## src/rtl/otgEdgeIrqPkg.sv

```systemverilog
package otgEdgeIrqPkg;
  localparam int DATA_W = 32;

  // byte offsets of the register map
  localparam logic [31:0] OFF_EOI  = 32'h20;
  localparam logic [31:0] OFF_RAW0 = 32'h24;
  localparam logic [31:0] OFF_STS0 = 32'h28;
  localparam logic [31:0] OFF_SET0 = 32'h2C;
  localparam logic [31:0] OFF_CLR0 = 32'h30;
  localparam logic [31:0] OFF_RAW1 = 32'h34;
  localparam logic [31:0] OFF_STS1 = 32'h38;
  localparam logic [31:0] OFF_SET1 = 32'h3C;
  localparam logic [31:0] OFF_CLR1 = 32'h40;
  localparam logic [31:0] OFF_CTL  = 32'h80;

  // control lines live at bits 5,4,3,0; rise bits sit RISE_SHIFT higher
  localparam logic [DATA_W-1:0] CTL_MASK   = 32'h0000_0039;
  localparam int                RISE_SHIFT = 8;
  localparam int                OTG_BIT    = 16;
  localparam int                DMA_BIT    = 17;
  localparam logic [DATA_W-1:0] G0_MASK    = 32'h0000_0001;
  localparam logic [DATA_W-1:0] G1_MASK    = (CTL_MASK << RISE_SHIFT) | CTL_MASK
                                           | (32'h1 << OTG_BIT) | (32'h1 << DMA_BIT);

  typedef enum logic [2:0] {
    RD_NONE, RD_RAW0, RD_STS0, RD_EN0, RD_RAW1, RD_STS1, RD_EN1, RD_CTL
  } rdSel_e;

  typedef struct packed {
    logic eoi;
    logic sts0;
    logic set0;
    logic clr0;
    logic sts1;
    logic set1;
    logic clr1;
    logic ctl;
  } wrStb_t;
endpackage

```

## src/rtl/otgEdgeIrqDecode.sv

```systemverilog
module otgEdgeIrqDecode
  import otgEdgeIrqPkg::*;
#(
  parameter int ADDR_W = 12
) (
  input  logic              clk,
  input  logic              rstN,
  input  logic              regWe,
  input  logic [ADDR_W-1:0] regAddr,
  output wrStb_t            wrStb,
  output rdSel_e            rdSel
);
  logic [31:0] addrExt;
  assign addrExt = 32'(regAddr);

  always_comb begin
    wrStb = '0;
    rdSel = RD_NONE;
    case (addrExt)
      OFF_EOI:  wrStb.eoi  = regWe;
      OFF_RAW0: rdSel = RD_RAW0;
      OFF_STS0: begin rdSel = RD_STS0; wrStb.sts0 = regWe; end
      OFF_SET0: begin rdSel = RD_EN0;  wrStb.set0 = regWe; end
      OFF_CLR0: begin rdSel = RD_EN0;  wrStb.clr0 = regWe; end
      OFF_RAW1: rdSel = RD_RAW1;
      OFF_STS1: begin rdSel = RD_STS1; wrStb.sts1 = regWe; end
      OFF_SET1: begin rdSel = RD_EN1;  wrStb.set1 = regWe; end
      OFF_CLR1: begin rdSel = RD_EN1;  wrStb.clr1 = regWe; end
      OFF_CTL:  begin rdSel = RD_CTL;  wrStb.ctl  = regWe; end
      default:  ;
    endcase
  end

  AST_ONE_STROBE: assert property (@(posedge clk) disable iff (!rstN)
    $onehot0(wrStb)) else $error("decode raised several strobes");
  AST_NO_WRITE_IDLE: assert property (@(posedge clk) disable iff (!rstN)
    !regWe |-> (wrStb == '0)) else $error("strobe without write");
endmodule

```

## src/rtl/otgEdgeIrqRegs.sv

```systemverilog
module otgEdgeIrqRegs
  import otgEdgeIrqPkg::*;
(
  input  logic              clk,
  input  logic              rstN,
  input  wrStb_t            wrStb,
  input  rdSel_e            rdSel,
  input  logic [DATA_W-1:0] regWdata,
  output logic [DATA_W-1:0] regRdata,
  input  logic              coreIrqIn,
  input  logic              otgEvtIn,
  input  logic              dmaDisClrIn,
  output logic              irqLine0,
  output logic              irqLine1
);
  logic [DATA_W-1:0] raw0, raw1, en0, en1, ctl, prevCtl;
  logic [DATA_W-1:0] riseVec, fallVec, set0, set1, clr0, clr1;
  logic              hold0, hold1;

  // edge detection against the value held one clock earlier
  assign riseVec = ctl & ~prevCtl & CTL_MASK;
  assign fallVec = ~ctl & prevCtl & CTL_MASK;
  assign set1    = (riseVec << RISE_SHIFT) | fallVec
                 | (DATA_W'(otgEvtIn) << OTG_BIT) | (DATA_W'(dmaDisClrIn) << DMA_BIT);
  assign set0    = DATA_W'(coreIrqIn);
  assign clr1    = wrStb.sts1 ? (regWdata & G1_MASK) : '0;
  assign clr0    = wrStb.sts0 ? (regWdata & G0_MASK) : '0;

  always_ff @(posedge clk or negedge rstN) begin
    if (!rstN) begin
      raw0    <= '0;
      raw1    <= '0;
      en0     <= '0;
      en1     <= '0;
      ctl     <= '0;
      prevCtl <= '0;
      hold0   <= 1'b0;
      hold1   <= 1'b0;
    end else begin
      // a new event outranks a clear in the same cycle
      raw0    <= (raw0 & ~clr0) | set0;
      raw1    <= (raw1 & ~clr1) | set1;
      if (wrStb.set0) en0 <= en0 | (regWdata & G0_MASK);
      if (wrStb.clr0) en0 <= en0 & ~regWdata;
      if (wrStb.set1) en1 <= en1 | (regWdata & G1_MASK);
      if (wrStb.clr1) en1 <= en1 & ~regWdata;
      prevCtl <= ctl;
      if (wrStb.ctl) ctl <= regWdata & CTL_MASK;
      hold0   <= wrStb.eoi & ~regWdata[0];
      hold1   <= wrStb.eoi & regWdata[0];
    end
  end

  assign irqLine0 = (|(raw0 & en0)) & ~hold0;
  assign irqLine1 = (|(raw1 & en1)) & ~hold1;

  always_comb begin
    case (rdSel)
      RD_RAW0: regRdata = raw0;
      RD_STS0: regRdata = raw0 & en0;
      RD_EN0:  regRdata = en0;
      RD_RAW1: regRdata = raw1;
      RD_STS1: regRdata = raw1 & en1;
      RD_EN1:  regRdata = en1;
      RD_CTL:  regRdata = ctl;
      default: regRdata = '0;
    endcase
  end

  AST_EDGE_SETS_RISE: assert property (@(posedge clk) disable iff (!rstN)
    ((ctl & ~prevCtl & CTL_MASK) != '0) |=> (raw1[13:8] != '0)) else $error("rise lost");
  AST_SET_BEATS_CLEAR: assert property (@(posedge clk) disable iff (!rstN)
    (set1 != '0) |=> ((raw1 & $past(set1)) == $past(set1))) else $error("event dropped");
  AST_ENABLE_SET: assert property (@(posedge clk) disable iff (!rstN)
    (wrStb.set1 && !wrStb.clr1) |=> ((en1 & $past(regWdata & G1_MASK)) == $past(regWdata & G1_MASK)))
    else $error("enable set failed");
  AST_CLEAR_TAKES: assert property (@(posedge clk) disable iff (!rstN)
    wrStb.sts1 |=> ((raw1 & $past(regWdata & G1_MASK & ~set1)) == '0)) else $error("clear failed");
  AST_EOI_DROP0: assert property (@(posedge clk) disable iff (!rstN)
    (wrStb.eoi && !regWdata[0]) |=> !irqLine0) else $error("line 0 not dropped");
  AST_EOI_DROP1: assert property (@(posedge clk) disable iff (!rstN)
    (wrStb.eoi && regWdata[0]) |=> !irqLine1) else $error("line 1 not dropped");
endmodule

```

## src/rtl/otgEdgeIrq.sv

```systemverilog
module otgEdgeIrq
  import otgEdgeIrqPkg::*;
#(
  parameter int ADDR_W = 12
) (
  input  logic              clk,
  input  logic              rstN,
  input  logic              regWe,
  input  logic [ADDR_W-1:0] regAddr,
  input  logic [31:0]       regWdata,
  output logic [31:0]       regRdata,
  input  logic              coreIrqIn,
  input  logic              otgEvtIn,
  input  logic              dmaDisClrIn,
  output logic              irqLine0,
  output logic              irqLine1
);
  wrStb_t wrStb;
  rdSel_e rdSel;

  otgEdgeIrqDecode #(.ADDR_W(ADDR_W)) u_decode (
    .clk(clk), .rstN(rstN), .regWe(regWe), .regAddr(regAddr),
    .wrStb(wrStb), .rdSel(rdSel)
  );

  otgEdgeIrqRegs u_regs (
    .clk(clk), .rstN(rstN), .wrStb(wrStb), .rdSel(rdSel),
    .regWdata(regWdata), .regRdata(regRdata),
    .coreIrqIn(coreIrqIn), .otgEvtIn(otgEvtIn), .dmaDisClrIn(dmaDisClrIn),
    .irqLine0(irqLine0), .irqLine1(irqLine1)
  );
endmodule

```

## config.mk

```make
export PLATFORM = sky130hd
export DESIGN_NAME = otgEdgeIrq
export DESIGN_NICKNAME = d
export VERILOG_FILES = /design/src/rtl/otgEdgeIrqPkg.sv /design/src/rtl/otgEdgeIrqDecode.sv /design/src/rtl/otgEdgeIrqRegs.sv /design/src/rtl/otgEdgeIrq.sv
export SDC_FILE = /design/constraint.sdc
export NUM_CORES = 1
export LEC_CHECK = 0
export CAP_MARGIN = 20
export CORE_MARGIN = 2
export CORE_UTILIZATION = 56
export CTS_BUF_LIST = sky130_fd_sc_hd__clkbuf_4
export DETAILED_ROUTE_END_ITERATION = 6
export PLACE_DENSITY_LB_ADDON = 0.08
export SLEW_MARGIN = 10
export SYNTH_ARGS = -nofsm -noshare
export SYNTH_HDL_FRONTEND = slang
export SYNTH_SLANG_ARGS = --single-unit
```

## constraint.sdc

```tcl
create_clock -name clk -period 6 [get_ports clk]
set_input_delay 0.9 -clock clk [delete_from_list [all_inputs] [get_ports clk]]
set_output_delay 0.9 -clock clk [all_outputs]
set_load 0.02 [all_outputs]
```

## Yosys cells after proc, flatten, opt, wreduce, memory -nomap -nowiden

Cells that the tools add are included.

| cells by class | value |
|---|---|
| equality and inequality tests | 17 |
| muxes and demuxes | 16 |
| bitwise operators | 27 |
| reductions and logical operators | 6 |

Operators with widths:

| operator | count |
|---|---|
| 32-bit one-hot mux with 7 select lines | 1 |
| 32-bit AND | 6 |
| 32-bit 2-to-1 mux | 4 |
| 12-bit by 6-bit == test with 1-bit output (second input constant) | 8 |
| 32-bit NOT | 3 |
| 32-bit by 1-bit OR with 32-bit output | 2 |
| 32-bit by 18-bit OR with 32-bit output | 2 |
| 32-bit OR reduction | 2 |
| 32-bit by 17-bit OR with 32-bit output | 1 |
| 32-bit OR | 1 |
| 3-bit one-hot mux with 7 select lines | 1 |
| 18-bit 2-to-1 mux | 1 |
| 14-bit by 6-bit OR with 14-bit output | 1 |
| 6-bit AND | 2 |
| 12-bit by 7-bit == test with 1-bit output (second input constant) | 1 |
| 12-bit by 8-bit == test with 1-bit output (second input constant) | 1 |
| 3-bit == test (second input constant) | 4 |
| 6-bit NOT | 2 |
| 1-bit 2-to-1 mux | 9 |
| 3-bit by 2-bit == test with 1-bit output (second input constant) | 2 |
| 1-bit AND | 4 |
| 2-bit nonzero test | 2 |
| 2-bit OR reduction | 2 |
| 3-bit by 1-bit == test with 1-bit output (second input constant) | 1 |
| 1-bit NOT | 3 |

| word-level totals | value |
|---|---|
| flip-flop bits (word level) | 138 |
| bits of input ports | 50 |
| output and inout port bits | 34 |

## Depth between registers and ports, before layout

| logic depth | value |
|---|---|
| word-level depth | 6 |
| depth in mapped cells | 7 |
| gate-level depth less buffers | 4 |

## Cells and area by module

From an unflattened synthesis, not the netlist that was laid out.

| second synthesis, totals | value |
|---|---|
| cells, all modules | 330 |
| area, all modules | 3,813.7 sq um |

By module, submodules not included:

| module | times used | cells each | area an instance (sq um) | sequential area each (sq um) |
|---|---|---|---|---|
| otgEdgeIrqRegs | 1 | 296 | 3,598.5 | 2,127.0 |
| otgEdgeIrqDecode | 1 | 34 | 215.2 | 0.0 |

## Worst setup path after synthesis

No wires, ideal clock.

| path | value |
|---|---|
| kind | input to output |
| from | in regAddr[3] |
| to | out regRdata[0] |
| arrival time | 2.510 ns |
| path slack | 2.590 ns |
| cell stages on the path | 6 |
| cells stage by stage | buf_2 -> nor4_2 -> a22o_1 -> buf_2 -> nand3_1 -> a41oi_1 |

| between the ends | value |
|---|---|
| longest elaborated chain between the ends | 5 |
| elaborated cells between the ends (all ways) | 20 |
| classes of those cells | 16 x eq/ne; 2 x mux; 2 x reduce/logical |

Ends and longest elaborated chain:

| what | line | source |
|---|---|---|
| start, declared | otgEdgeIrq.sv:9 | `input logic [ADDR_W-1:0] regAddr,` |
| 12-bit by 6-bit == test with 1-bit output or 12-bit by 7-bit == test with 1-bit output (tied branches) | otgEdgeIrqDecode.sv:19 | `case (addrExt)` |
| 2-bit OR reduction (no line) | n/a |  |
| 3-bit one-hot mux with 7 select lines * | otgEdgeIrqDecode.sv:19 |  |
| 3-bit == test, or another cell as far along | otgEdgeIrqRegs.sv:58 | `case (rdSel)` |
| 32-bit one-hot mux with 7 select lines * | otgEdgeIrqRegs.sv:58 |  |
| end, declared | otgEdgeIrq.sv:11 | `output logic [31:0] regRdata,` |

Every way passes the cells marked *; elsewhere a longest branch is shown, timed or not.

## Worst setup path in the final report

| path | value |
|---|---|
| from | in regAddr[2] |
| to | out regRdata[9] |

Same word-level chain as after synthesis.

==> results.cfg <==
[synthesis]
async_reset_ff_frac = 1.00
synth.most_common_cell = dfrtp_1
synth.distinct_cells = 50
synth-seq-cells = 85
synth_ff_type = dfrtp_1
synthesis.instances = 337
synth_top_cell_area_share = 0.549
synth_edf_count = 0
yosysTopAreaCell = dfrtp_1
netlist_area_um2 = 3870
synth_nets = 387
yosys-top-cells-count = dfrtp_1 (85), a21boi_0 (53), a22o_1 (27)
yosysSeqAreaShare = 0.549
ys_top_cells_by_area = dfrtp_1 (55%), a21boi_0 (10%), a22o_1 (6.1%)
yosysWarnings = 0
avgSynthCellArea_um2 = 11.5

[timing]
setup_viol = 0
tightest_slew_ns = 0.859
period_minus_slack_ns = 4.95
finalCritPeriodShare = 0.825
drv_slew = 0
fmax_mhz = 202
rsz0062_at_grt = no
setup_ws_ns = 1.05
fin_tns_setup_ns = 0
relSlewSlack = 0.423
clock_skew_ns = 0.00689
hold_viol = 0

[detailed_routing]
wirelength_um = 9740
vias = 3265
antenna_left = 0
wire_per_inst_um = 19.5
avgViaCountPerCell = 6.53
drtPass1Iterations = 6
drc = 0
drtIter0Drc = 299

[grt]
grt_start_max_net_pins = 86
overflow = 0
track_usage = 0.264
grt_pass1_wl_um = 15500
antenna_found_initial = 0
grt_pass1_vias = 3142

[finish]
regArea_um2 = 2130
nNetsFinal = 466
multi_input_area_um2 = 1600
n_antenna_cell = 0
area_delta_synth_final_pct = 26.3
layout-drive-gt1-share = 0.0857
nFillCells = 510

[setup_path]
ff2ff_setup_slack_ns = 5.14
critPathMaxFanout = 22
cp_data_required_time_ns = 5.10
critPathKind = input pin to primary output
cp.arrival_ns = 4.05
critPathLaunchType = input pin
end_kind = primary output
r2r-start = u_regs.ctl[4]$_DFFE_PN0P_
rr_endpoint = u_regs.ctl[4]$_DFFE_PN0P_
r2r_cells = 1

[clocking]
worst_skew_pair.late_latency_ns = 0.43
htreeDepth = 3
cts_sinks = 85
clk_pin_slew_ns = 0.14
root_buffer = clkbuf_4
cts_setup_buffers = 0
ctsResizeCount = 0
hold_buffers = 0
cts_made_buffers = 9
cts_max_path_buffers = 2
cts_tree = done

[floorplanning]
core_um2 = 6760
die-width_um = 87.2
start_util = 0.574
die_y_um = 87.2
io_pins = 84
fp.dieArea_um2 = 7600
std_cell_rows = 30

[status]
outcome = complete, no violations

[place]
dpl_worst_slack_ns = 1.10
hpwl_um = 6400
globalplace.congestion = 0.885
port_buffers = 83

[power]
power_density_nw_per_um2 = 200
p_leak_nw = 2.08
vdd_drop_max_mv = 0.128

[worst_hold_path]
hold_path.class = input pin to asynchronous set/reset pin

[flow_run]
max_cap_viol_count = 0
## worst max-delay path: stages
cell and delay (ns):
clkdlybuf4s50_1 0.63, nor4_2 0.64, a22o_1 0.23, buf_4 0.22, and3_1 0.30, buf_4 0.31
a22o_1 0.18, clkdlybuf4s50_1 0.62
## stage by stage
stage,hold slack (ns),utilization,cell area (um2),total power (W),cells
floorplan,0.407,-,3870,0.000609,337
global placement,0.463,0.700,4730,0.000664,483
detailed placement,0.470,0.700,4730,0.000666,483
CTS,0.496,0.718,4850,0.000979,498
global route,0.304,0.725,4900,0.00102,500
finish,0.321,0.725,4900,0.000979,500
## cells in the final DEF, fill, tap and decap left out, types with 3 or more instances in the layout
cell type         n
dfrtp_1          85
clkdlybuf4s50_1  82
a21boi_0         53
a22o_1           27
nand2_1          16
a22oi_1          14
nand3_1          13
a21oi_1          13
a41oi_1          11
clkbuf_4         10
inv_1             8
o21ai_0           7
o22ai_1           6
buf_4             6
and3_1            5
nor3_1            5
nor2_1            4
o211ai_1          4
mux2_4            4
clkinv_1          3
a211o_1           3
nand2b_1          3
## cells by family (layout without fill, tap and decap cells)
kind of cell           count (synthesis)  in the layout  share of synthesized area
AO/OA/AOI/OAI                        148            148                      0.287
buffers and inverters                 31            114                     0.0394
flip-flops                            85             85                      0.549
multiplexers                           4              4                     0.0155
AND/OR/NAND/NOR                       69             69                      0.109
## power breakdown
group	switching (W)	total [W]	internal, W
Combinational	0.0000386	0.0000773	0.0000387
Sequential	0.00000446	0.000581	0.000576
Clock	0.000192	0.000320	0.000128
Total	0.000235	0.000979	0.000743
## how the worst max path moves through the flow
stage	start	endpoint
floorplan	regAddr[3]	regRdata[0]
global placement	regAddr[2]	regRdata[25]
detailed placement	regAddr[4]	regRdata[26]
CTS	regAddr[4]	regRdata[14]
global route	regAddr[4]	regRdata[14]
finish	regAddr[2]	regRdata[9]
## layer usage
metal  vias up  wire length [um]  GRT usage
li1       1451                 -          -
met1      1641              4260      0.379
met2       154              4640      0.413
met3        19               673     0.0389
met4         0               165     0.0965
met5         -                 0          0
## layout make-up
class	count	share of cell area
Clock buffer	10	0.0153
Clock inverter	5	0.0105
Inverter	9	0.00690
Multi-Input combinational cell	221	0.327
Sequential cell	85	0.434
Tap cell	80	0.0204
Timing Repair Buffer	90	0.186
Note: power is estimated with default switching activity, not from simulation.
